===== config.mk =====
export PLATFORM = sky130hd
export DESIGN_NAME = hw_cursor_gen
export DESIGN_NICKNAME = d
export VERILOG_FILES = /design/src/rtl/hwc_pkg.sv /design/src/rtl/hwc_rst_sync.sv /design/src/rtl/hwc_fetch.sv /design/src/rtl/hwc_locate.sv /design/src/rtl/hwc_blend.sv /design/src/rtl/hw_cursor_gen.sv
export SDC_FILE = /design/constraint.sdc
export NUM_CORES = 1
export LEC_CHECK = 0
export ABC_AREA = 0
export CAP_MARGIN = 25
export CORE_ASPECT_RATIO = 0.5
export CORE_MARGIN = 3
export CORE_UTILIZATION = 60
export DETAILED_ROUTE_END_ITERATION = 12
export PLACE_DENSITY_LB_ADDON = 0.12
export SYNTH_ARGS = -nofsm -noshare
export SYNTH_HDL_FRONTEND = slang
export SYNTH_SLANG_ARGS = --single-unit

===== constraint.sdc =====
create_clock -name clk -period 14.3 [get_ports clk]
set_input_delay 4.29 -clock clk [delete_from_list [all_inputs] [get_ports clk]]
set_output_delay 4.29 -clock clk [all_outputs]
set_load 0.03 [all_outputs]

===== src/rtl/hwc_pkg.sv =====
package hwc_pkg;

  // Fetch sequencer state
  typedef enum logic [0:0] {
    FS_IDLE  = 1'b0,
    FS_FETCH = 1'b1
  } fetch_state_e;

  // Pixels per pattern byte
  localparam int unsigned PIX_PER_BYTE = 8;

endpackage


===== src/rtl/hwc_rst_sync.sv =====
module hwc_rst_sync (
  input  logic clk,
  input  logic rst_n,
  output logic rst_sync_n
);

  logic [1:0] sync_q;

  always_ff @(posedge clk or negedge rst_n) begin
    if (!rst_n) sync_q <= 2'b00;
    else        sync_q <= {sync_q[0], 1'b1};
  end

  assign rst_sync_n = sync_q[1];

endmodule


===== src/rtl/hwc_fetch.sv =====
module hwc_fetch
  import hwc_pkg::*;
#(
  parameter int ADDR_W    = 21,
  parameter int SMALL_W   = 32,
  parameter int LARGE_W   = 64,
  parameter int PLANE_GAP = 128,
  localparam int GROUPS_MAX = LARGE_W / PIX_PER_BYTE,
  localparam int GROUPS_MIN = SMALL_W / PIX_PER_BYTE,
  localparam int GRP_W      = $clog2(GROUPS_MAX),
  localparam int IDX_W      = GRP_W + 1
) (
  input  logic                            clk,
  input  logic                            rst_n,
  input  logic                            line_start,
  input  logic                            start_en,
  input  logic                            cfg_large,
  input  logic [ADDR_W-1:0]               cfg_base,
  output logic                            mem_req,
  output logic [ADDR_W-1:0]               mem_addr,
  input  logic                            mem_ack,
  input  logic [7:0]                      mem_rdata,
  output logic                            line_ready,
  output logic [GROUPS_MAX-1:0][7:0]      inv_bytes,
  output logic [GROUPS_MAX-1:0][7:0]      mask_bytes
);

  localparam logic [IDX_W-1:0] LAST_LARGE = IDX_W'(2 * GROUPS_MAX - 1);
  localparam logic [IDX_W-1:0] LAST_SMALL = IDX_W'(2 * GROUPS_MIN - 1);

  fetch_state_e     state_q, state_d;
  logic [IDX_W-1:0] idx_q, idx_d;
  logic             ready_q, ready_d;
  logic [IDX_W-1:0] last_idx;
  logic [GRP_W-1:0] cur_grp;
  logic             cur_mask_plane;
  logic             take;

  assign last_idx       = cfg_large ? LAST_LARGE : LAST_SMALL;
  assign cur_grp        = idx_q[IDX_W-1:1];
  assign cur_mask_plane = idx_q[0];
  assign take           = (state_q == FS_FETCH) && mem_ack && !line_start;

  // Next-state logic
  always_comb begin
    state_d = state_q;
    idx_d   = idx_q;
    ready_d = ready_q;
    if (line_start) begin
      ready_d = 1'b0;
      idx_d   = '0;
      state_d = start_en ? FS_FETCH : FS_IDLE;
    end else if (take) begin
      if (idx_q == last_idx) begin
        state_d = FS_IDLE;
        ready_d = 1'b1;
      end else begin
        idx_d = idx_q + 1'b1;
      end
    end
  end

  always_ff @(posedge clk or negedge rst_n) begin
    if (!rst_n) begin
      state_q <= FS_IDLE;
      idx_q   <= '0;
      ready_q <= 1'b0;
    end else begin
      state_q <= state_d;
      idx_q   <= idx_d;
      ready_q <= ready_d;
    end
  end

  assign mem_req    = (state_q == FS_FETCH);
  assign mem_addr   = cfg_base + ADDR_W'(cur_grp)
                    + (cur_mask_plane ? ADDR_W'(PLANE_GAP) : '0);
  assign line_ready = ready_q;

  // Pattern line store: one byte per group per plane, each with its own enable
  for (genvar g = 0; g < GROUPS_MAX; g++) begin : g_store
    logic wr_inv, wr_mask;
    assign wr_inv  = take && !cur_mask_plane && (cur_grp == GRP_W'(g));
    assign wr_mask = take &&  cur_mask_plane && (cur_grp == GRP_W'(g));

    always_ff @(posedge clk or negedge rst_n) begin
      if (!rst_n) begin
        inv_bytes[g]  <= '0;
        mask_bytes[g] <= '0;
      end else begin
        if (wr_inv)  inv_bytes[g]  <= mem_rdata;
        if (wr_mask) mask_bytes[g] <= mem_rdata;
      end
    end
  end

  // request and address held until acknowledged
  p_req_hold_r2: assert property (@(posedge clk) disable iff (!rst_n)
    mem_req && !mem_ack && !line_start |=> mem_req && $stable(mem_addr));

  // ready only rises on an acknowledged read
  p_ready_src_r2: assert property (@(posedge clk) disable iff (!rst_n)
    $rose(line_ready) |-> $past(mem_req && mem_ack));

  // no reads once the line is held
  p_quiet_r2: assert property (@(posedge clk) disable iff (!rst_n)
    line_ready |-> !mem_req);

  // a start with enable always (re)opens the fetch
  p_restart_r9: assert property (@(posedge clk) disable iff (!rst_n)
    line_start && start_en |=> mem_req && !line_ready);

endmodule


===== src/rtl/hwc_locate.sv =====
module hwc_locate
  import hwc_pkg::*;
#(
  parameter int X_W     = 12,
  parameter int SMALL_W = 32,
  parameter int LARGE_W = 64,
  localparam int GROUPS_MAX = LARGE_W / PIX_PER_BYTE,
  localparam int OFF_W      = $clog2(LARGE_W),
  localparam int SUB_W      = $clog2(PIX_PER_BYTE),
  localparam int SW         = X_W + 1
) (
  input  logic                       cfg_en,
  input  logic                       line_ready,
  input  logic                       cfg_large,
  input  logic [X_W-1:0]             cfg_x,
  input  logic [OFF_W-1:0]           cfg_xoff,
  input  logic [X_W-1:0]             beam_x,
  input  logic [GROUPS_MAX-1:0][7:0] inv_bytes,
  input  logic [GROUPS_MAX-1:0][7:0] mask_bytes,
  output logic                       hit,
  output logic                       bit_inv,
  output logic                       bit_mask
);

  logic [SW-1:0]         beam_shift;
  logic [SW-1:0]         span_end;
  logic [OFF_W-1:0]      rel;
  logic [OFF_W-SUB_W-1:0] grp;
  logic [SUB_W-1:0]      sub;
  logic [7:0]            inv_b, mask_b;

  // Position relative to the span start, kept non-negative by adding the
  // hot-spot offset to the beam instead of subtracting it from cur_x.
  assign beam_shift = {1'b0, beam_x} + SW'(cfg_xoff);
  assign span_end   = {1'b0, cfg_x} + (cfg_large ? SW'(LARGE_W) : SW'(SMALL_W));
  assign rel        = beam_shift[OFF_W-1:0] - cfg_x[OFF_W-1:0];
  assign grp        = rel[OFF_W-1:SUB_W];
  assign sub        = rel[SUB_W-1:0];

  assign hit = cfg_en && line_ready && (beam_x >= cfg_x) && (beam_shift < span_end);

  assign inv_b    = inv_bytes[grp];
  assign mask_b   = mask_bytes[grp];
  assign bit_inv  = inv_b[~sub];
  assign bit_mask = mask_b[~sub];

endmodule


===== src/rtl/hwc_blend.sv =====
module hwc_blend #(
  parameter int PIX_W = 24
) (
  input  logic             clk,
  input  logic             rst_n,
  input  logic             hit,
  input  logic             bit_inv,
  input  logic             bit_mask,
  input  logic [PIX_W-1:0] pix_in,
  output logic [PIX_W-1:0] pix_out
);

  logic [PIX_W-1:0] masked, pix_d;

  always_comb begin
    masked = (hit && bit_mask) ? '0 : pix_in;
    pix_d  = (hit && bit_inv) ? ~masked : masked;
  end

  always_ff @(posedge clk or negedge rst_n) begin
    if (!rst_n) pix_out <= '0;
    else        pix_out <= pix_d;
  end

  p_pass_r8: assert property (@(posedge clk) disable iff (!rst_n)
    !hit |=> pix_out == $past(pix_in));

  p_black_r5: assert property (@(posedge clk) disable iff (!rst_n)
    hit && bit_mask && !bit_inv |=> pix_out == '0);

  p_white_r6: assert property (@(posedge clk) disable iff (!rst_n)
    hit && bit_mask && bit_inv |=> pix_out == '1);

endmodule


===== src/rtl/hw_cursor_gen.sv =====
module hw_cursor_gen
  import hwc_pkg::*;
#(
  parameter int PIX_W     = 24,
  parameter int X_W       = 12,
  parameter int ADDR_W    = 21,
  parameter int SMALL_W   = 32,
  parameter int LARGE_W   = 64,
  parameter int PLANE_GAP = 128,
  localparam int OFF_W      = $clog2(LARGE_W),
  localparam int GROUPS_MAX = LARGE_W / PIX_PER_BYTE
) (
  input  logic              clk,
  input  logic              rst_n,
  input  logic              line_start,
  input  logic              cur_en,
  input  logic              cur_large,
  input  logic [X_W-1:0]    cur_x,
  input  logic [OFF_W-1:0]  cur_xoff,
  input  logic [ADDR_W-1:0] pat_addr,
  input  logic [X_W-1:0]    beam_x,
  input  logic [PIX_W-1:0]  pix_in,
  output logic              mem_req,
  output logic [ADDR_W-1:0] mem_addr,
  input  logic              mem_ack,
  input  logic [7:0]        mem_rdata,
  output logic              line_ready,
  output logic [PIX_W-1:0]  pix_out
);

  logic rst_sync_n;

  logic              cfg_en_q,    cfg_en_d;
  logic              cfg_large_q, cfg_large_d;
  logic [X_W-1:0]    cfg_x_q,     cfg_x_d;
  logic [OFF_W-1:0]  cfg_xoff_q,  cfg_xoff_d;
  logic [ADDR_W-1:0] cfg_base_q,  cfg_base_d;

  logic [GROUPS_MAX-1:0][7:0] inv_bytes, mask_bytes;
  logic hit, bit_inv, bit_mask;

  hwc_rst_sync u_rst (
    .clk        (clk),
    .rst_n      (rst_n),
    .rst_sync_n (rst_sync_n)
  );

  // Per-line settings, captured only on line_start
  always_comb begin
    cfg_en_d    = cfg_en_q;
    cfg_large_d = cfg_large_q;
    cfg_x_d     = cfg_x_q;
    cfg_xoff_d  = cfg_xoff_q;
    cfg_base_d  = cfg_base_q;
    if (line_start) begin
      cfg_en_d    = cur_en;
      cfg_large_d = cur_large;
      cfg_x_d     = cur_x;
      cfg_xoff_d  = cur_xoff;
      cfg_base_d  = pat_addr;
    end
  end

  always_ff @(posedge clk or negedge rst_sync_n) begin
    if (!rst_sync_n) begin
      cfg_en_q    <= 1'b0;
      cfg_large_q <= 1'b0;
      cfg_x_q     <= '0;
      cfg_xoff_q  <= '0;
      cfg_base_q  <= '0;
    end else begin
      cfg_en_q    <= cfg_en_d;
      cfg_large_q <= cfg_large_d;
      cfg_x_q     <= cfg_x_d;
      cfg_xoff_q  <= cfg_xoff_d;
      cfg_base_q  <= cfg_base_d;
    end
  end

  hwc_fetch #(
    .ADDR_W    (ADDR_W),
    .SMALL_W   (SMALL_W),
    .LARGE_W   (LARGE_W),
    .PLANE_GAP (PLANE_GAP)
  ) u_fetch (
    .clk        (clk),
    .rst_n      (rst_sync_n),
    .line_start (line_start),
    .start_en   (cur_en),
    .cfg_large  (cfg_large_q),
    .cfg_base   (cfg_base_q),
    .mem_req    (mem_req),
    .mem_addr   (mem_addr),
    .mem_ack    (mem_ack),
    .mem_rdata  (mem_rdata),
    .line_ready (line_ready),
    .inv_bytes  (inv_bytes),
    .mask_bytes (mask_bytes)
  );

  hwc_locate #(
    .X_W     (X_W),
    .SMALL_W (SMALL_W),
    .LARGE_W (LARGE_W)
  ) u_locate (
    .cfg_en     (cfg_en_q),
    .line_ready (line_ready),
    .cfg_large  (cfg_large_q),
    .cfg_x      (cfg_x_q),
    .cfg_xoff   (cfg_xoff_q),
    .beam_x     (beam_x),
    .inv_bytes  (inv_bytes),
    .mask_bytes (mask_bytes),
    .hit        (hit),
    .bit_inv    (bit_inv),
    .bit_mask   (bit_mask)
  );

  hwc_blend #(
    .PIX_W (PIX_W)
  ) u_blend (
    .clk      (clk),
    .rst_n    (rst_sync_n),
    .hit      (hit),
    .bit_inv  (bit_inv),
    .bit_mask (bit_mask),
    .pix_in   (pix_in),
    .pix_out  (pix_out)
  );

  // settings registers only move on a line_start clock
  p_cfg_hold_r11: assert property (@(posedge clk) disable iff (!rst_sync_n)
    !line_start |=> $stable(cfg_x_q) && $stable(cfg_base_q) && $stable(cfg_en_q));

endmodule


==> flow_summary.ini <==
[status]
status = finished clean

[critical_path]
slowest_delay_ps = 580
critPathLaunch = beam_x[0]
path_buf_inv = 3
rrSetupSlack_ps = 9340
crit_fanout = 43
end_kind = flip-flop
crit_family = adder cells
worst_ep_required_time_ps = 14650
crit_type = input pin to flip-flop
crit_slowest_cell = buf_4
r2r_start = cfg_xoff_q[0]
setup.worst_path.start_class = input pin
critPathArrivalTime_ps = 9230
cp_cell_sequence = clkdlybuf4s50_1 > ha_1 > inv_1 > fa_1 > fa_1 > nand2b_1 > a21oi_1 > xnor2_4 > buf_4 > mux2i_1 > mux2i_1 > mux4_1 > a221oi_1 > a221o_2 > nand2_1 > xnor2_1

[die]
dieHeight_um = 99.2
rows = 33
fp.coreArea_um2 = 16700
dieArea_um2 = 19100
start_util_pct = 62.5
die_x_um = 192
num_io_pins = 136

[pwr]
max-vdd-ir-drop_v = 0.0000940
switching_share_pct = 29.5
pwr-share-seq_pct = 40.1
internal-power_mw = 1.10
switching_power_mw = 0.460
clockPowerShare_pct = 32.0
pwr-share-comb_pct = 27.9
power.leakage_nw = 5.98
powerDensity_nw_per_um2 = 124
fin_total_pwr_mw = 1.56

[synth]
ys_ff_latch = 201
ys_seq_area_share_pct = 48.2
synth_cell_types = 52
synth_area_um2 = 10400
syn_nets = 941
postSynthAreaPerCell_um2 = 12.9
yosys_warnings = 0
async_flop_share_pct = 100
syn_inst = 810
synth_edf_count = 0
synth_ff_type = dfrtp_1

[clock_network]
cts_tree = yes
post_cts_resized = 0
clock_sinks = 201
clk_path_buf_depth = 3
cts_inserted_buffers = 19
clk_pin_slew_worst_paths_ps = 60
cts-root-buf = clkbuf_16
cts_setup_buffers = 0
hold_buffers = 0
cts_max_level = 1
insertion_delay_ps = 490

[layout]
layout.nets = 1074
drive_above_1_share_pct = 22.8
ff_latch_area_um2 = 5030
layout_common_cells = dfrtp_1 (200), mux2_2 (156), clkdlybuf4s50_1 (134)
area_growth_pct = 20.8
fin_util_pct = 75.5
multi_input_area_um2 = 5110
final_common_cell = dfrtp_1
nFillCells = 1081
n_antenna_cell = 0

[timing]
worst_pin_slew_ps = 963
finalSetupViolCount = 0
slew_headroom_pct = 35.5
fmax_mhz = 113
skew_ps = 15.7
rsz0062_at_grt = no
maxSlewViolCount = 0
final_hold_viol_count = 0
fin_crit_ps = 8880
period_share_pct = 62.1
setup_tns_ps = 0

[global_routing]
grt_pass1_vias = 7133
globalRouteOverflowTotal = 0
grtUsageTotal_pct = 24.4
grt_max_degree = 81
antenna_found_initial = 0
grt_pass1_wl_um = 37200

[placed_design]
dp_hpwl_um = 16000
globalplace.congestion = 0.841
portBuffers = 135

[drt]
drt-total-wl_um = 23100
ant_nets = 0
route.detailed.drc = 0
drt_first_pass_iters = 5
drt_iter0_markers = 409
wl_per_cell_um = 19.5
post_drt_via_cell_ratio = 5.80
via_count = 6860

[min_path]
min_path_type = flip-flop to flip-flop
hp-start = u_rst.sync_q[0]

[run]
cap_violations = 0
==> cell families after synthesis <==
logic type | count (synthesis) | share of synthesized area [%]
fa+ha+maj | 42 | 5.33
xor+xnor | 64 | 5.63
flops | 201 | 48.2
mux | 225 | 27.1
compound gates | 66 | 4.48
simple gates | 146 | 6.30
buf+inv | 65 | 2.84
other cells | 1 | 0.0360
==> cells in the mapped netlist (2+ instances only) <==
cell type,number,area [um^2]
nand2_1,66,248
nor2b_1,3,18.8
o21bai_1,3,22.5
mux4_1,14,368
a221oi_1,2,17.5
clkbuf_1,18,67.6
xnor2_1,52,455
fa_1,4,80.1
inv_1,32,120
or3_1,2,12.5
o21a_1,2,15.0
buf_2,6,30.0
dfrtp_1,201,5030
buf_6,2,22.5
ha_1,38,475
buf_8,2,30.0
nand2b_1,9,56.3
mux2_2,156,1760
a21o_1,10,75.1
a21oi_1,8,40.0
buf_4,2,15.0
nor3_1,4,20.0
a211oi_1,5,37.5
mux4_2,12,270
a311o_1,2,20.0
nor2_1,34,128
mux2i_1,42,420
o21ai_0,25,125
xor2_1,10,87.6
and3_1,9,56.3
nand4_1,3,18.8
nand3_1,11,55.1
buf_1,2,7.51
==> power groups by stage <==
stage               Sequential (mW)  Clock [mW]  Combinational, mW
finish                        0.624       0.498              0.434
global route                  0.628       0.536              0.466
CTS                           0.624       0.511              0.436
detailed placement            0.634           0              0.433
global placement              0.632           0              0.424
floorplan                     0.641           0              0.307
==> worst paths after layout <==
kind | depth (start not counted) | end
min reg2reg | 0 | u_rst.sync_q[1]
max | 16 | u_blend.pix_out[12]
max reg2reg | 15 | u_blend.pix_out[12]
max in group asynchronous | 1 | u_rst.sync_q[1]
min | 0 | u_rst.sync_q[1]
min in group asynchronous | 0 | u_fetch.inv_bytes[54]
==> stage by stage <==
step | instances | hold slack, ps | instance area [um^2] | setup WS (ps)
after CTS | 1181 | 377 | 12600 | 5400
after floorplan | 810 | 331 | 10400 | 6220
final | 1182 | 368 | 12600 | 5420
after global routing | 1182 | 391 | 12600 | 5180
after detailed placement | 1148 | 352 | 12000 | 4930
after global placement | 1148 | 338 | 12000 | 5110
==> metal layers <==
layer	up-vias	share of wire [%]	GRT usage, %
met3	19	6.0	4.47
li1	3144	-	-
met2	177	46	39.9
met1	3520	47	35.2
met5	-	0	0
met4	0	1.0	4.03
==> worst reg2reg max path, delay by kind of cell (launching register included) <==
family	cells	cell delay (ps)
adders and majority gates	3	1130
xor gates and xnor gates	2	300
AOI/OAI and AO/OA	3	1090
buffers and inverters	2	650
and+or+nand+nor	2	320
DFF	1	390
muxes	3	940
==> area by class of cell <==
class / instances / share of cell area, %
Clock inverter: 9 / 0.785
Tap cell: 227 / 2.26
Clock buffer: 24 / 4.00
Inverter: 33 / 0.984
Sequential cell: 201 / 40.0
Multi-Input combinational cell: 544 / 40.6
Timing Repair Buffer: 144 / 11.4
==> state kept, by name, summed over array words and instances, names as in the netlist <==
| signal | cells |
|---|---|
| u_fetch.inv_bytes | 64 |
| u_fetch.mask_bytes | 64 |
| u_blend.pix_out | 24 |
| cfg_base_q | 21 |
| cfg_x_q | 12 |
| cfg_xoff_q | 6 |
| u_fetch.idx_q | 4 |
| u_rst.sync_q | 2 |
| cfg_en_q | 1 |
| cfg_large_q | 1 |
| u_fetch.line_ready | 1 |
| u_fetch.mem_req | 1 |
Power figures use the tool's default switching activity.
